File: config.mk
export PLATFORM = sky130hd
export DESIGN_NAME = ir_rx_fifo
export DESIGN_NICKNAME = d
export VERILOG_FILES = /design/src/rtl/ir_fifo_pkg.sv /design/src/rtl/code_fifo.sv /design/src/rtl/irq_status.sv /design/src/rtl/ir_rx_fifo.sv
export SDC_FILE = /design/constraint.sdc
export NUM_CORES = 1
export LEC_CHECK = 0
export BUFFER_PORTS_ARGS = -buffer_cell sky130_fd_sc_hd__buf_2
export CORE_ASPECT_RATIO = 1.75
export CORE_UTILIZATION = 45
export DETAILED_ROUTE_END_ITERATION = 10
export PLACE_DENSITY = 0.63
export SLEW_MARGIN = 20
export SYNTH_ARGS = -nofsm -noshare
export SYNTH_HDL_FRONTEND = slang
export SYNTH_SLANG_ARGS = --single-unit
File: constraint.sdc
create_clock -name clk_i -period 3.5 [get_ports clk_i]
set_clock_uncertainty 0.05 [all_clocks]
set_input_delay 0.875 -clock clk_i [delete_from_list [all_inputs] [get_ports clk_i]]
set_output_delay 0.875 -clock clk_i [all_outputs]
set_load 0.03 [all_outputs]
File: src/rtl/ir_fifo_pkg.sv
package ir_fifo_pkg;
  localparam logic [5:0] OFF_DATA = 6'h20;
  localparam logic [5:0] OFF_IEN  = 6'h2C;
  localparam logic [5:0] OFF_STAT = 6'h30;
  localparam int NFLG  = 3;
  localparam int B_FLD = 8;
  // flag index -> register bit: overflow 0, packet end 1, data available 4
  localparam int FLG_OVF = 0;
  localparam int FLG_PKT = 1;
  localparam int FLG_AVL = 2;
  function automatic int flag_bit(input int idx);
    return (idx == FLG_AVL) ? 4 : idx;
  endfunction
endpackage

File: src/rtl/code_fifo.sv
module code_fifo #(
  parameter int DEPTH = 16,
  parameter int W     = 8,
  localparam int PTR_W = $clog2(DEPTH),
  localparam int CNT_W = PTR_W + 1
) (
  input  logic             clk_i,
  input  logic             rst_ni,
  input  logic             push_i,
  input  logic [W-1:0]     din_i,
  input  logic             pop_i,
  output logic [W-1:0]     dout_o,
  output logic [CNT_W-1:0] count_o,
  output logic             drop_o
);
  logic [W-1:0]     mem_q [DEPTH];
  logic [PTR_W-1:0] wr_q, rd_q;
  logic [CNT_W-1:0] cnt_q;
  logic empty, full, pop_ok, push_ok;

  assign empty   = (cnt_q == '0);
  assign full    = (cnt_q == CNT_W'(DEPTH));
  assign pop_ok  = pop_i & ~empty;
  assign push_ok = push_i & (~full | pop_ok);
  assign drop_o  = push_i & full & ~pop_ok;
  assign dout_o  = empty ? '0 : mem_q[rd_q];
  assign count_o = cnt_q;

  always_ff @(posedge clk_i) begin
    if (push_ok) mem_q[wr_q] <= din_i;
  end

  always_ff @(posedge clk_i or negedge rst_ni) begin
    if (!rst_ni) begin
      wr_q  <= '0;
      rd_q  <= '0;
      cnt_q <= '0;
    end else begin
      if (push_ok) wr_q <= wr_q + 1'b1;
      if (pop_ok)  rd_q <= rd_q + 1'b1;
      if (push_ok && !pop_ok)      cnt_q <= cnt_q + 1'b1;
      else if (pop_ok && !push_ok) cnt_q <= cnt_q - 1'b1;
    end
  end

  a_r4_count_bound: assert property (@(posedge clk_i) disable iff (!rst_ni)
    cnt_q <= CNT_W'(DEPTH));
  a_r3_empty_pop_stable: assert property (@(posedge clk_i) disable iff (!rst_ni)
    (pop_i && empty && !push_i) |=> $stable(cnt_q));
  a_r5_full_swap: assert property (@(posedge clk_i) disable iff (!rst_ni)
    (push_i && pop_i && full) |=> (cnt_q == CNT_W'(DEPTH)));
  a_r4_drop_keeps_count: assert property (@(posedge clk_i) disable iff (!rst_ni)
    (drop_o && !pop_i) |=> $stable(cnt_q));
endmodule

File: src/rtl/irq_status.sv
module irq_status #(
  parameter int NF = 3
) (
  input  logic          clk_i,
  input  logic          rst_ni,
  input  logic [NF-1:0] set_i,
  input  logic [NF-1:0] clr_i,
  input  logic [NF-1:0] en_i,
  output logic [NF-1:0] flag_o,
  output logic          irq_o
);
  for (genvar i = 0; i < NF; i++) begin : g_flag
    logic flag_q;
    always_ff @(posedge clk_i or negedge rst_ni) begin
      if (!rst_ni) flag_q <= 1'b0;
      else         flag_q <= (flag_q & ~clr_i[i]) | set_i[i];
    end
    assign flag_o[i] = flag_q;

    a_r9_w1c: assert property (@(posedge clk_i) disable iff (!rst_ni)
      (clr_i[i] && !set_i[i]) |=> !flag_q);
    a_r9_sticky: assert property (@(posedge clk_i) disable iff (!rst_ni)
      (flag_q && !clr_i[i]) |=> flag_q);
  end

  assign irq_o = |(flag_o & en_i);

  a_r10_irq_needs_flag: assert property (@(posedge clk_i) disable iff (!rst_ni)
    irq_o |-> (flag_o != '0));
endmodule

File: src/rtl/ir_rx_fifo.sv
module ir_rx_fifo
  import ir_fifo_pkg::*;
#(
  parameter int DEPTH = 16,
  localparam int CNT_W = $clog2(DEPTH) + 1
) (
  input  logic        clk_i,
  input  logic        rst_ni,
  input  logic        code_valid_i,
  input  logic [7:0]  code_i,
  input  logic        pkt_end_i,
  input  logic [5:0]  addr_i,
  input  logic        we_i,
  input  logic [31:0] wdata_i,
  input  logic        re_i,
  output logic [31:0] rdata_o,
  output logic        irq_o
);
  logic [7:0]       dout;
  logic [CNT_W-1:0] count, lvl_q;
  logic [NFLG-1:0]  en_q, set, clr, flag;
  logic             drop, pop;

  assign pop = re_i & (addr_i == OFF_DATA);

  code_fifo #(.DEPTH(DEPTH), .W(8)) u_fifo (
    .clk_i, .rst_ni,
    .push_i (code_valid_i),
    .din_i  (code_i),
    .pop_i  (pop),
    .dout_o (dout),
    .count_o(count),
    .drop_o (drop)
  );

  always_ff @(posedge clk_i or negedge rst_ni) begin
    if (!rst_ni) begin
      en_q  <= '0;
      lvl_q <= '0;
    end else if (we_i && addr_i == OFF_IEN) begin
      for (int i = 0; i < NFLG; i++) en_q[i] <= wdata_i[flag_bit(i)];
      lvl_q <= wdata_i[B_FLD +: CNT_W];
    end
  end

  always_comb begin
    set          = '0;
    set[FLG_OVF] = drop;
    set[FLG_PKT] = pkt_end_i;
    set[FLG_AVL] = (count > lvl_q);
    for (int i = 0; i < NFLG; i++)
      clr[i] = we_i & (addr_i == OFF_STAT) & wdata_i[flag_bit(i)];
  end

  irq_status #(.NF(NFLG)) u_stat (
    .clk_i, .rst_ni,
    .set_i (set),
    .clr_i (clr),
    .en_i  (en_q),
    .flag_o(flag),
    .irq_o (irq_o)
  );

  always_comb begin
    rdata_o = '0;
    if (re_i) begin
      unique case (addr_i)
        OFF_DATA: rdata_o[7:0] = dout;
        OFF_IEN: begin
          for (int i = 0; i < NFLG; i++) rdata_o[flag_bit(i)] = en_q[i];
          rdata_o[B_FLD +: CNT_W] = lvl_q;
        end
        OFF_STAT: begin
          for (int i = 0; i < NFLG; i++) rdata_o[flag_bit(i)] = flag[i];
          rdata_o[B_FLD +: CNT_W] = count;
        end
        default: rdata_o = '0;
      endcase
    end
  end

  a_r6_pkt_end: assert property (@(posedge clk_i) disable iff (!rst_ni)
    pkt_end_i |=> flag[FLG_PKT]);
  a_r7_avail_level: assert property (@(posedge clk_i) disable iff (!rst_ni)
    (count > lvl_q) |=> flag[FLG_AVL]);
  a_r4_ovf_on_drop: assert property (@(posedge clk_i) disable iff (!rst_ni)
    (code_valid_i && count == CNT_W'(DEPTH) && !pop) |=> flag[FLG_OVF]);
endmodule

Word-level counts from Yosys, hierarchy flattened
Memories as Yosys holds them, arrays and structs flattened.
Index checks and enable logic that the tools add are counted.
{"block": "classes", "bitwise_logic": 23, "n_eq_ne": 4, "div_mod_pow": 0, "addsub": 4, "shifts": 0, "n_mul": 0, "magnitude_cmp": 1, "reduce_logical": 8, "n_mux": 11}
{"op": "$eq A6 B6 Y1 const B", "count": 3}
{"op": "$mux W13", "count": 1}
{"op": "$and A1 B1 Y1", "count": 12}
{"op": "$mux W5", "count": 2}
{"op": "$pmux W5 S2", "count": 1}
{"op": "$add A4 B1 Y4 const B", "count": 2}
{"op": "$mux W8", "count": 1}
{"op": "$not A1 Y1", "count": 6}
{"op": "$pmux W2 S3", "count": 1}
{"op": "$add A5 B1 Y5 const B", "count": 1}
{"op": "$eq A5 B5 Y1 const B", "count": 1}
{"op": "$gt A5 B5 Y1", "count": 1}
{"op": "$logic_not A5 Y1", "count": 1}
{"op": "$sub A5 B1 Y5 const B", "count": 1}
{"op": "$or A1 B1 Y1", "count": 4}
{"op": "$and A3 B3 Y3", "count": 1}
{"op": "$logic_and A1 B1 Y1", "count": 3}
{"op": "$mux W3", "count": 1}
{"op": "$pmux W1 S3", "count": 1}
{"op": "$reduce_or A3 Y1", "count": 1}
{"op": "$logic_not A1 Y1", "count": 2}
{"op": "$mux W1", "count": 2}
{"op": "$mux W2", "count": 1}
{"op": "$reduce_bool A2 Y1", "count": 1}
{"block": "word_totals", "elab_cells": 60, "latchBits": 0, "out_inout_bits": 33, "mem_bits_ro": 0, "ram_bits": 128, "ff_bits": 24, "memories": 1}
{"memory": "u_fifo.mem_q", "depth": 16, "word_bits": 8, "read_ports": 1, "rd_ports_with_merged_regs": 0, "wr": 1, "line_no": "code_fifo.sv:16", "rtl": "logic [W-1:0] mem_q [DEPTH];"}

Depth between registers and ports, before layout
{"block": "depth", "word_depth": 9, "ltp_mapped": 12, "depth_no_buf": 11}

By module
From an unflattened synthesis, not the netlist that was laid out.
{"block": "unflattened", "hier_cells": 412, "area_unflattened_um2": 6884.1}
{"module": "code_fifo", "area_per_inst_um2": 5863.1, "cells_each": 300, "n_inst": 1, "seq_area_each_um2": 4169.0}
{"module": "ir_rx_fifo", "area_per_inst_um2": 874.6, "cells_each": 98, "n_inst": 1, "seq_area_each_um2": 200.2}
{"module": "irq_status", "area_per_inst_um2": 146.4, "cells_each": 14, "n_inst": 1, "seq_area_each_um2": 75.1}

Worst setup path before layout
No wires, ideal clock.
{"block": "synth_path", "path_type": "input port to output port", "start": "input port addr_i[4]", "end": "output port rdata_o[2]", "setup_slack_ns": 0.117, "arrival_time_ns": 2.458, "n_path_buf": 1, "cell_stages": 5, "cell_sequence": "nor4b_2 > nand3_1 > a21o_1 > buf_4 > a211oi_1"}
{"block": "synth_via", "elab_chain_len": 3}
{"item": "start, declared", "line_no": "ir_rx_fifo.sv:12", "rtl": "input logic [5:0] addr_i,"}
{"item": "$eq A6 B6 Y1", "line_no": "ir_rx_fifo.sv:67", "rtl": "unique case (addr_i)"}
{"item": "$mux W2", "line_no": "ir_rx_fifo.sv:67"}
{"item": "$mux W13", "line_no": "ir_rx_fifo.sv:66", "rtl": "if (re_i) begin"}
{"item": "end, declared", "line_no": "ir_rx_fifo.sv:16", "rtl": "output logic [31:0] rdata_o,"}
Every way passes these cells.

Worst setup path after layout
{"block": "layout_path", "start": "input port addr_i[4]", "end": "output port rdata_o[7]"}
{"block": "layout_via", "elab_chain_len": 3}
{"item": "$eq A6 B6 Y1", "line_no": "ir_rx_fifo.sv:67"}
{"item": "$mux W3", "line_no": "ir_rx_fifo.sv:67"}
{"item": "$mux W13", "line_no": "ir_rx_fifo.sv:66"}
Every way passes these cells.

==> metrics.csv <==
metric,value,unit
outcome,completed,
ratio of cells with drive above 1 in the final layout,29.4,%
number of slew-limit violations in the final report,0,
wire length of the first global-routing pass,18900,um
DRC errors left,0,
Antenna Nets Post-Route,0,
effective utilization at floorplan,46.0,%
area of the mapped netlist,6620,um2
floorplan die height,162,um
setup slack at placement,0.102,ns
logic gate share of total power,20.3,%
Congestion Overflow GR,0,
M1 wire length,4500,um
worst setup path category,in2out,
wire length after detailed routing,12000,um
clock tree from TritonCTS,yes,
Post-CTS Resized,0,
fmax,0.299,GHz
endpoint arrival time on the critical path,2.42,ns
dominant cell by count in the synthesized netlist,sky130_fd_sc_hd__edfxtp_1,
most used flip-flop cell after synthesis,sky130_fd_sc_hd__edfxtp_1,
clock tree root driver cell,sky130_fd_sc_hd__clkbuf_16,
share of flip-flops with an asynchronous set or reset,15.8,%
minimum setup slack in the final design,0.150,ns
"top cells by count, synth","sky130_fd_sc_hd__edfxtp_1 (128), sky130_fd_sc_hd__dfrtp_1 (24), sky130_fd_sc_hd__buf_4 (22), sky130_fd_sc_hd__nor2_1 (22), sky130_fd_sc_hd__mux4_2 (20)",
detail-routed via count per cell,5.32,
Switching Share,27.8,%
IO Pins,85,
uppermost routed layer,met4,
final critical delay including setup and external delays,3.35,ns
critical path required time,2.57,ns
row cnt,58,
cell types occupying the most area after synthesis,"sky130_fd_sc_hd__edfxtp_1 (58%), sky130_fd_sc_hd__dfrtp_1 (9.1%), sky130_fd_sc_hd__mux4_2 (6.8%)",
met2 routed WL,7050,um
number of buffer cells added on primary ports,41,
proportion of synthesized chip area in sequential cells,67.2,%
final hold violation count,0,
chip width,93.7,um
routed length on met3,357,um
maximum capacitance violations,0,
"IR drop worst, VDD",0.354,mV
mean instance size in the synthesized netlist,17.2,um2
setup repair after global routing missed its margin,no,
Nets,517,
total die area,15200,um2
global placer's final weighted congestion,0.751,
Synth cell types,40,
measured slew at the worst slew-check pin,0.628,ns
worst-path fanout max,6,
DR vias,3420,
Final period util,95.7,%
signed area change from the synthesized netlist to the final layout,16.1,%
1st-pass router iterations,4,
area of the placeable core,14400,um2
CTS Buffer Depth,2,
total negative slack,0,ns
P_int,3790,uW
clock network fraction of design power,35.2,%
average routed wire per standard cell,18.7,um
Yosys top cell by area,sky130_fd_sc_hd__edfxtp_1,
Seq cells post-synth,152,
clock slew at the register clock pins of the worst setup and hold paths,0.07,ns
global routing usage summed across all routing layers,17.1,%
violation count after the first detailed-routing iteration,186,
pin count of the biggest net entering global routing,36,
total power per unit cell area,683,nW/um2
via count of the first global-routing pass,3542,
Synth warnings,0,
number of diodes,0,
placed wire-length estimate after detailed placement,8450,um
Psw,1460,uW
total clock sinks,152,
clock buffer count from CTS,17,
share of the synthesized area in the top cell type,58.1,%
number of levels the H-tree was split into,4,
Setup crit start kind,primary input,
number of antenna violations at the first check in global routing,0,
Post-synth EDFFs,128,
insertion delay of the later-clocked pin in the worst-skew pair,0.41,ns
Rel. slew slack,58.1,%
Synth Instances,384,
hold buffer count at cts,0,
leakage component of the power,0.00280,uW
setup fix buffers added after clock tree synthesis,0,
kind of end point of the critical path,output port,
Tightest Hold Check Type,in2async,
sequential share of power,44.6,%
Setup-failing EPs final,0,
[worst max-delay path, stage by stage]
cell                       delay (ns)
sky130_fd_sc_hd__buf_2           0.11
sky130_fd_sc_hd__nor4b_2         0.30
sky130_fd_sc_hd__nand3_1         0.24
sky130_fd_sc_hd__a21o_1          0.28
sky130_fd_sc_hd__buf_4           0.19
sky130_fd_sc_hd__a211oi_1        0.19
sky130_fd_sc_hd__buf_2           0.24
[per-stage QoR]
stage               hold slack, ns  cells  cell area, um2  total power (uW)  util (%)
finish                       0.413    643            7680              5250      53.5
global route                 0.442    643            7680              5500      53.5
CTS                          0.424    643            7680              5310      53.5
detailed placement           0.455    611            7080              3460      49.2
global placement             0.451    611            7080              3400      49.2
floorplan                    0.418    402            6680              3150         -
[state kept, by name (all words and copies together) (netlist names)]
name,count
u_fifo.rd_q,4
lvl_q,5
u_stat.g_flag.flag_q,3
u_fifo.count_o,5
u_fifo.wr_q,4
en_q,3
u_fifo.mem_q,128
[cell usage in the layout, fill, tap and decap left out, drive strengths merged, types with 2 or more instances in the layout]
cell,n
nor2,22
buf,66
conb,19
a22oi,8
a211oi,11
inv,22
nor3,4
edfxtp,128
nor2b,6
ha,14
o21ai,9
mux2i,8
o22ai,4
clkbuf,17
bufinv,2
nand3,7
nand2b,3
clkinv,3
xor2,3
mux4,32
a21o,4
dfrtp,24
a21oi,2
mux2,13
xnor2,8
nand2,15
[layer usage]
layer	vias up	track usage, %
met4	0	4.62
met5	-	0
li1	1595	-
met1	1733	18.3
met2	83	32.9
met3	9	3.97
[power by group through the flow]
| stage | sequential [uW] | clock (uW) | combinational, uW |
|---|---|---|---|
| detailed placement | 2380 | 0 | 1080 |
| CTS | 2340 | 1890 | 1080 |
| global route | 2370 | 1960 | 1180 |
| finish | 2340 | 1850 | 1060 |
| global placement | 2360 | 0 | 1040 |
| floorplan | 2310 | 0 | 842 |
[worst paths after layout]
path                                           endpoint                     from  slack [ns]  depth (start not counted)
worst max-delay path                         rdata_o[7]                addr_i[4]        0.15                          7
worst min register to register  u_stat.g_flag[0].flag_q  u_stat.g_flag[0].flag_q        0.48                          2
worst max register to register        u_fifo.count_o[4]        u_fifo.count_o[0]        0.60                         11
min in group clk_i              u_stat.g_flag[0].flag_q  u_stat.g_flag[0].flag_q        0.48                          2
max in group asynchronous                u_fifo.rd_q[0]                   rst_ni        2.57                          1
worst min-delay path                     u_fifo.wr_q[1]                   rst_ni        0.41                          1
[cell type report]
cell class | count | area [um2]
inverter | 13 | 48.8
clock buffer | 17 | 425
tap | 180 | 225
timing repair buffer | 66 | 418
clock inverter | 15 | 180
multi-input combinational | 200 | 1940
sequential | 152 | 4450
fill | 1169 | 6690
[cells by family after synthesis]
group / Yosys count / synth area share (%)
DFF: 152 / 67.2
AOI/OAI and AO/OA: 40 / 4.35
and+or+nand+nor: 62 / 4.46
muxes: 53 / 15.0
adders and majority gates: 15 / 2.95
xor gates and xnor gates: 11 / 1.46
buffers and inverters: 50 / 4.56
other: 1 / 0.0567
Power figures use the tool's default switching activity.
